### config.mk
export PLATFORM = sky130hd
export DESIGN_NAME = i2c_addr_ack
export DESIGN_NICKNAME = d
export VERILOG_FILES = /design/src/rtl/i2c_am_pkg.sv /design/src/rtl/i2c_am_edge.sv /design/src/rtl/i2c_am_shifter.sv /design/src/rtl/i2c_am_ctrl.sv /design/src/rtl/i2c_addr_ack.sv
export SDC_FILE = /design/constraint.sdc
export NUM_CORES = 1
export LEC_CHECK = 0
export ABC_AREA = 1
export BUFFER_PORTS_ARGS = -buffer_cell sky130_fd_sc_hd__buf_4
export CAP_MARGIN = 20
export CORE_AREA = 2 2 47 49
export DETAILED_ROUTE_END_ITERATION = 10
export DIE_AREA = 0 0 49 51
export PLACE_DENSITY = 0.78
export SLEW_MARGIN = 20
export SYNTH_ARGS = -nofsm -noshare
export SYNTH_HDL_FRONTEND = slang
export SYNTH_SLANG_ARGS = --single-unit
### constraint.sdc
create_clock -name clk -period 2.1 [get_ports clk]
set_input_delay 0.21 -clock clk [delete_from_list [all_inputs] [get_ports clk]]
set_output_delay 0.21 -clock clk [all_outputs]
set_load 0.01 [all_outputs]
### src/rtl/i2c_am_pkg.sv
package i2c_am_pkg;

  localparam int ADDR_W = 7;
  localparam int BYTE_W = ADDR_W + 1;

  typedef enum logic [1:0] {
    ST_IDLE = 2'd0,
    ST_ADDR = 2'd1,
    ST_ACK  = 2'd2,
    ST_PASS = 2'd3
  } am_state_t;

  function automatic logic [ADDR_W-1:0] addr_field(input logic [BYTE_W-1:0] b);
    return b[BYTE_W-1:1];
  endfunction

  function automatic logic dir_bit(input logic [BYTE_W-1:0] b);
    return b[0];
  endfunction

  function automatic logic is_gcall(input logic [BYTE_W-1:0] b);
    return (addr_field(b) == '0) && !dir_bit(b);
  endfunction

  function automatic logic own_hit(input logic [BYTE_W-1:0] b,
                                   input logic [ADDR_W-1:0] own);
    return (addr_field(b) != '0) && (addr_field(b) == own);
  endfunction

endpackage

### src/rtl/i2c_am_edge.sv
module i2c_am_edge (
  input  logic clk,
  input  logic rst_n,
  input  logic line_in,
  output logic rise,
  output logic fall
);
  logic line_q;

  always_ff @(posedge clk or negedge rst_n) begin
    if (!rst_n) line_q <= 1'b1;
    else        line_q <= line_in;
  end

  assign rise = line_in && !line_q;
  assign fall = !line_in && line_q;
endmodule

### src/rtl/i2c_am_shifter.sv
module i2c_am_shifter #(
  parameter int W = i2c_am_pkg::BYTE_W
) (
  input  logic         clk,
  input  logic         rst_n,
  input  logic         clear,
  input  logic         enable,
  input  logic         sample,
  input  logic         bit_in,
  output logic [W-1:0] data_o,
  output logic         full
);
  localparam int CNT_W = $clog2(W + 1);
  localparam logic [CNT_W-1:0] CNT_FULL = CNT_W'(W);

  logic [W-1:0]     shreg;
  logic [CNT_W-1:0] cnt;

  assign full   = (cnt == CNT_FULL);
  assign data_o = shreg;

  always_ff @(posedge clk or negedge rst_n) begin
    if (!rst_n) begin
      shreg <= '0;
      cnt   <= '0;
    end else if (clear) begin
      shreg <= '0;
      cnt   <= '0;
    end else if (enable && sample && !full) begin
      shreg <= {shreg[W-2:0], bit_in};
      cnt   <= cnt + 1'b1;
    end
  end

  assert_cnt_bounded_R2: assert property (@(posedge clk) disable iff (!rst_n)
    cnt <= CNT_FULL);

  assert_clear_empties_R9: assert property (@(posedge clk) disable iff (!rst_n)
    clear |=> (cnt == '0) && (shreg == '0));
endmodule

### src/rtl/i2c_am_ctrl.sv
module i2c_am_ctrl
  import i2c_am_pkg::*;
(
  input  logic              clk,
  input  logic              rst_n,
  input  logic              start_p,
  input  logic              stop_p,
  input  logic              scl_fall,
  input  logic              byte_full,
  input  logic [BYTE_W-1:0] rx_byte,
  input  logic [ADDR_W-1:0] own_addr,
  input  logic              ack_en,
  input  logic              gc_ack_en,
  output am_state_t         state,
  output logic              pull_low,
  output logic              match_f,
  output logic              gcall_f,
  output logic              rw_f
);
  logic take_gc, take_own, decide;

  assign decide   = (state == ST_ADDR) && scl_fall && byte_full;
  assign take_gc  = is_gcall(rx_byte) && gc_ack_en;
  assign take_own = own_hit(rx_byte, own_addr) && ack_en;

  always_ff @(posedge clk or negedge rst_n) begin
    if (!rst_n) begin
      state    <= ST_IDLE;
      pull_low <= 1'b0;
      match_f  <= 1'b0;
      gcall_f  <= 1'b0;
      rw_f     <= 1'b0;
    end else if (start_p || stop_p) begin
      state    <= start_p ? ST_ADDR : ST_IDLE;
      pull_low <= 1'b0;
      match_f  <= 1'b0;
      gcall_f  <= 1'b0;
      rw_f     <= 1'b0;
    end else begin
      case (state)
        ST_ADDR: if (decide) begin
          if (take_gc || take_own) begin
            state    <= ST_ACK;
            pull_low <= 1'b1;
            gcall_f  <= take_gc;
            match_f  <= take_own;
            rw_f     <= dir_bit(rx_byte);
          end else begin
            state <= ST_PASS;
          end
        end
        ST_ACK: if (scl_fall) begin
          state    <= ST_PASS;
          pull_low <= 1'b0;
        end
        default: ;
      endcase
    end
  end

  assert_pull_begins_on_fall_R3: assert property (@(posedge clk) disable iff (!rst_n)
    $rose(pull_low) |-> $past(scl_fall));

  assert_pull_ends_on_event_R3: assert property (@(posedge clk) disable iff (!rst_n)
    $fell(pull_low) |-> $past(scl_fall || start_p || stop_p));

  assert_pull_has_flag_R4: assert property (@(posedge clk) disable iff (!rst_n)
    pull_low |-> (match_f || gcall_f));

  assert_flags_exclusive_R6: assert property (@(posedge clk) disable iff (!rst_n)
    !(match_f && gcall_f));

  assert_gc_needs_enable_R6: assert property (@(posedge clk) disable iff (!rst_n)
    $rose(gcall_f) |-> $past(gc_ack_en));

  assert_match_needs_enable_R7: assert property (@(posedge clk) disable iff (!rst_n)
    $rose(match_f) |-> $past(ack_en));

  assert_dir_held_R5: assert property (@(posedge clk) disable iff (!rst_n)
    ((match_f || gcall_f) && !start_p && !stop_p) |=> $stable(rw_f));

  assert_stop_clears_R10: assert property (@(posedge clk) disable iff (!rst_n)
    stop_p |=> !pull_low && !match_f && !gcall_f && !rw_f);
endmodule

### src/rtl/i2c_addr_ack.sv
module i2c_addr_ack
  import i2c_am_pkg::*;
(
  input  logic              clk,
  input  logic              rst_n,
  input  logic              scl_in,
  input  logic              sda_in,
  input  logic              start_det,
  input  logic              stop_det,
  input  logic [ADDR_W-1:0] own_addr,
  input  logic              ack_en,
  input  logic              gc_ack_en,
  output logic              sda_drive_low,
  output logic              addr_match,
  output logic              gen_call,
  output logic              rw_dir
);
  logic              scl_rise, scl_fall;
  logic [BYTE_W-1:0] rx_byte;
  logic              byte_full;
  am_state_t         state;

  i2c_am_edge u_edge (
    .clk     (clk),
    .rst_n   (rst_n),
    .line_in (scl_in),
    .rise    (scl_rise),
    .fall    (scl_fall)
  );

  i2c_am_shifter #(.W(BYTE_W)) u_shift (
    .clk    (clk),
    .rst_n  (rst_n),
    .clear  (start_det || stop_det),
    .enable (state == ST_ADDR),
    .sample (scl_rise),
    .bit_in (sda_in),
    .data_o (rx_byte),
    .full   (byte_full)
  );

  i2c_am_ctrl u_ctrl (
    .clk       (clk),
    .rst_n     (rst_n),
    .start_p   (start_det),
    .stop_p    (stop_det),
    .scl_fall  (scl_fall),
    .byte_full (byte_full),
    .rx_byte   (rx_byte),
    .own_addr  (own_addr),
    .ack_en    (ack_en),
    .gc_ack_en (gc_ack_en),
    .state     (state),
    .pull_low  (sda_drive_low),
    .match_f   (addr_match),
    .gcall_f   (gen_call),
    .rw_f      (rw_dir)
  );

  assert_no_pull_outside_byte_R11: assert property (@(posedge clk) disable iff (!rst_n)
    (scl_rise && !sda_drive_low) |=> !$rose(sda_drive_low));
endmodule

## After elaboration in Yosys (flattened, before gate mapping)

Cells that the tools add are included.

- Muxes and demuxes: 27
- Equality and inequality tests: 7
- Add/sub/neg operators: 1
- Reduce and logical (&&, ||, !) cells: 26

Operators by type and width:

| kind | count |
|---|---|
| 1-bit 2-to-1 mux | 18 |
| 8-bit 2-to-1 mux | 2 |
| 1-bit logical AND | 10 |
| 4-bit 2-to-1 mux | 2 |
| 2-bit nonzero test | 4 |
| 7-bit equality test | 1 |
| 7-bit logical NOT | 1 |
| 7-bit nonzero test | 1 |
| 2-bit 2-to-1 mux | 3 |
| 3-bit by 1-bit != test with 1-bit output (second input constant) | 2 |
| 3-bit AND reduction | 2 |
| 4-bit by 1-bit adder with 4-bit output (second input constant) | 1 |
| 4-bit equality test (second input constant) | 1 |
| 1-bit logical NOT | 4 |
| 2-bit one-hot mux with 2 select lines | 1 |
| 4-bit AND reduction | 1 |
| 3-bit by 2-bit != test with 1-bit output (second input constant) | 1 |
| 3-bit nonzero test | 1 |
| 2-bit by 1-bit equality test with 1-bit output (second input constant) | 1 |
| 2-bit equality test (second input constant) | 1 |
| 1-bit logical OR | 2 |
| 1-bit one-hot mux with 2 select lines | 1 |

- Flip-flop bits (word level): 19
- Output and inout port bits: 4
- Word-level logic and storage cells: 69
- Bits of input ports: 15

## Logic depth before layout (Yosys ltp)

- Depth after elaboration: 8
- Gate-level depth with buffers: 11
- Depth with buffers taken out: 11

## Modules after synthesis

Synthesis repeated with hierarchy kept, for this count alone.

- Cells, all modules: 167
- Area, all modules: 1184.9 um^2

By module, submodules not included:

| module | sequential area each (um^2) | area each (um^2) | times used | cells each |
|---|---|---|---|---|
| i2c_am_shifter | 300.3 | 585.6 | 1 | 68 |
| i2c_am_ctrl | 150.1 | 536.8 | 1 | 89 |
| i2c_am_edge | 26.3 | 41.3 | 1 | 5 |
| i2c_addr_ack | 0.0 | 21.3 | 1 | 5 |

## Worst setup path before layout

No wires, ideal clock.

- Kind: register to register
- Start: reg u_shift.cnt[0]
- End: reg u_ctrl.state[0]
- Setup time: 0.121 ns
- Path slack: 0.777 ns
- Stages on the path, launching flop included: 10
- Clock period less this slack: 1.323 ns
- Arrival time: 1.202 ns
- Buffers on the path: 0
- Required time: 1.979 ns
- Cells stage by stage: dfrtp_1 -> inv_1 -> ha_1 -> nand2_1 -> nor2_1 -> nand4_1 -> nand3_1 -> nand3b_1 -> inv_1 -> a21oi_1

- Longest elaborated chain between the ends: 4

RTL lines:

| what | line | RTL |
|---|---|---|
| start: declaration | i2c_am_shifter.sv:17 | `logic [CNT_W-1:0] cnt;` |
| start signal: assignment | i2c_am_shifter.sv:31 | `cnt <= cnt + 1'b1;` |
| 4-bit equality test | i2c_am_shifter.sv:19 | `assign full = (cnt == CNT_FULL);` |
| 1-bit logical AND | i2c_am_ctrl.sv:22 | `assign decide = (state == ST_ADDR) && scl_fall && byte_full;` |
| 3-bit by 1-bit != test with 1-bit output (no line) | - |  |
| 3-bit AND reduction (no line) | - |  |
| end signal: assignment | i2c_am_ctrl.sv:34 | `state <= start_p ? ST_ADDR : ST_IDLE;` |
| end: declaration | i2c_am_ctrl.sv:14 | `output am_state_t state,` |

No other way between the ends.
A chain may end at the register's enable or synchronous reset.

## Worst setup path after layout

Same ends and word-level chain as after synthesis.

==> results.py <==
metrics = {
    "final_layout": {
        "syn_to_final_growth_pct": 18.57,
        "instances_no_fill": 193,
        "drive_gt1_share_pct": 23.64,
        "antenna_cells": 0,
        "layout_common_cells": "nand2_1, inv_1, buf_4, dfrtp_1, nor2_1",
        "final_common_cell": "nand2_1",
        "multiInputGateArea_sq_um": 516.7,
        "fillers": 194,
        "seq_area_sq_um": 476.7,
        "nNetsFinal": 183,
    },
    "floorplan": {
        "core_area_sq_mm": 0.002063,
        "die_area_sq_mm": 0.002499,
        "die_height_um": 51,
        "pin_count": 19,
        "rows": 17,
        "dieWidth_um": 49,
        "initial_core_util_pct": 52.58,
    },
    "min_path": {
        "hold_class": "in2reg",
    },
    "grt": {
        "grt_usage_pct": 19.55,
        "gr-total-overflow": 0,
        "grt_antenna_before_repair": 0,
        "grt_start_max_net_pins": 20,
        "grt_first_pass_wirelength_um": 3795,
        "grt_pass1_vias": 949,
    },
    "worst_setup_path": {
        "critical_path_class": "reg2reg",
        "cp_max_fo": 4,
        "start_kind": "flop",
        "slowest_delay_ns": 0.40,
        "arrival_ns": 1.70,
        "critPathTopFamily": "simple AND/OR/NAND/NOR gates",
        "crit_buf_inv": 2,
        "path_cells": "inv_1 > ha_1 > nand2_1 > nor2_1 > nand4_1 > nand3_1 > nand3b_1 > inv_1 > a21oi_1",
        "cp_common_cell": "inv_1",
        "slowest_stage": "dfrtp_1",
        "worst_setup_path_end_kind": "flop",
        "worstPathRequired_ns": 2.29,
    },
    "timing": {
        "worst_slew_pin_slew_ns": 0.3742,
        "setup_tns_ns": 0,
        "max_freq_mhz": 663.0,
        "finalCritPeriodShare_pct": 71.83,
        "maxSlewHeadroom_pct": 74.99,
        "finalHoldViolCount": 0,
        "finalCriticalPeriod_ns": 1.508,
        "setup_viol_count_final": 0,
        "skew_ns": 0.004124,
        "drv_slew": 0,
        "rsz0062_at_grt": "false",
    },
    "clock_network": {
        "post_cts_resize_count": 0,
        "cts_root_buffer": "clkbuf_4",
        "clk_latency_ns": 0.29,
        "clk_pin_slew_ns": 0.11,
        "cts.sinks": 19,
        "cts_tree": "built",
        "cts_made_buffers": 3,
        "clk_path_buf_depth": 2,
        "h-tree-depth": 1,
        "postCtsSetupRepairBufs": 0,
    },
    "synthesis": {
        "synth_cell_types": 22,
        "ys_seq_elements": 19,
        "syn_inst": 143,
        "netlist_area_sq_mm": 0.001085,
        "seq_area_frac_synth_pct": 43.94,
        "syn_nets": 160,
        "syn_avg_cell_area_sq_um": 7.586,
        "yosysWarnings": 0,
    },
    "routing": {
        "drt_first_pass_iters": 4,
        "totalWireLength_um": 2151,
        "post_drt_wl_per_cell_um": 11.15,
        "drc": 0,
        "drt_iter0_markers": 22,
        "vias_per_cell": 5.047,
        "ant_nets": 0,
        "routed-via-count": 974,
    },
    "power_and_ir_drop": {
        "leakage_nw": 0.6493,
        "power_density_mw_per_mm2": 502.4,
        "ir_drop_mv": 0.3338,
    },
    "placed_design": {
        "hpwl_um": 1639,
        "dp_cells": 188,
        "gp_congestion": 0.7714,
        "io_buffers": 18,
    },
    "outcome": {
        "status": "finished, final reports clean",
    },
    "run": {
        "drv_cap": 0,
    },
}
==> worst reg2reg max path, delay by kind of cell (launching register included) <==
family,cells,cell delay (ns)
buffers and inverters,2,0.19
and+or+nand+nor,5,0.59
adders and majority gates,1,0.16
AOI/OAI and AO/OA,1,0.05
DFF,1,0.40
==> power by group <==
| group | switching (W) | total (W) | internal, W |
|---|---|---|---|
| Sequential | 0.00000368 | 0.000376 | 0.000372 |
| Combinational | 0.0000490 | 0.0000850 | 0.0000360 |
| Clock | 0.000112 | 0.000186 | 0.0000739 |
| Total | 0.000164 | 0.000646 | 0.000482 |
==> repair_timing <==
item,in CTS,in global routing
hold endpoints to repair,18,0
setup endpoints to repair,0,0
hold buffers,1,0
==> through the flow <==
step / setup WS [ns] / area [sq um] / util (%) / hold WS (ns) / power, W
3_5_place_dp: 0.6171 / 1250 / 60.58 / 0.1008 / 0.0004673
4_1_cts: 0.5958 / 1286 / 62.34 / 0.008709 / 0.0006572
2_1_floorplan: 0.7767 / 1085 / - / -0.08559 / 0.0004250
5_1_grt: 0.4411 / 1286 / 62.34 / 0.003859 / 0.0006792
6_report: 0.5917 / 1286 / 62.34 / 0.02256 / 0.0006462
3_3_place_gp: 0.7095 / 1250 / 60.58 / 0.09875 / 0.0004647
==> sequential cells by signal, summed over array words and instances (netlist names) <==
register	count
u_ctrl.rw_f	1
u_ctrl.state	2
u_ctrl.match_f	1
u_shift.data_o	8
u_edge.line_q	1
u_shift.cnt	4
u_ctrl.pull_low	1
u_ctrl.gcall_f	1
==> per-layer routing <==
metal  vias to the layer above  GRT usage [%]  share of wire (%)
met3                         2          2.632                2.1
met5                         -              0                  0
met2                        14          35.84                 52
li1                        497              -                  -
met1                       461          22.73                 45
met4                         0          9.048               0.37
==> Yosys cell counts <==
cell type,count,area [sq um]
dfrtp_1,18,450.4
a21oi_1,4,20.02
o21ai_1,6,30.03
dfstp_2,1,26.28
inv_1,19,71.32
nand2_2,2,12.51
o21ai_2,1,8.760
nor2_4,2,22.52
nand3_1,14,70.07
nor3_4,1,16.27
nor3_2,1,10.01
nand3_2,3,30.03
inv_2,4,15.01
nand3b_1,1,7.510
o21ai_0,6,30.03
nand2_1,36,135.1
nor2_1,15,56.30
buf_2,1,5.000
a21boi_2,1,11.26
nor2_2,2,12.51
nand4_1,3,18.77
ha_1,2,25.02
==> worst paths after layout <==
path,cells after the start,slack [ns],startpoint,endpoint
min,1,0.02,scl_in,u_edge.line_q
max reg2reg,9,0.59,u_shift.cnt[0],u_ctrl.state[0]
max,9,0.59,u_shift.cnt[0],u_ctrl.state[0]
min in group asynchronous,2,0.31,rst_n,u_shift.data_o[5]
min reg2reg,1,0.48,u_shift.cnt[3],u_shift.cnt[3]
max in group asynchronous,2,1.53,rst_n,u_edge.line_q
==> kinds of logic (layout without fill, tap and decap cells) <==
kind of cell / after synthesis / in the layout / synth area share [%]
AO/OA/AOI/OAI: 18 / 18 / 9.228
adder cells (fa/ha/maj): 2 / 2 / 2.306
flip-flops: 19 / 19 / 43.94
buffers and inverters: 24 / 46 / 8.419
AND/OR/NAND/NOR: 80 / 80 / 36.10
==> layout make-up <==
class / instances / share of cell area, %
timing repair buffer: 19 / 11.28
multi-input combinational: 100 / 40.18
inverter: 23 / 6.712
clock buffer: 4 / 2.043
tap: 28 / 2.724
sequential: 19 / 37.06
Note: power is estimated with default switching activity, not from simulation.
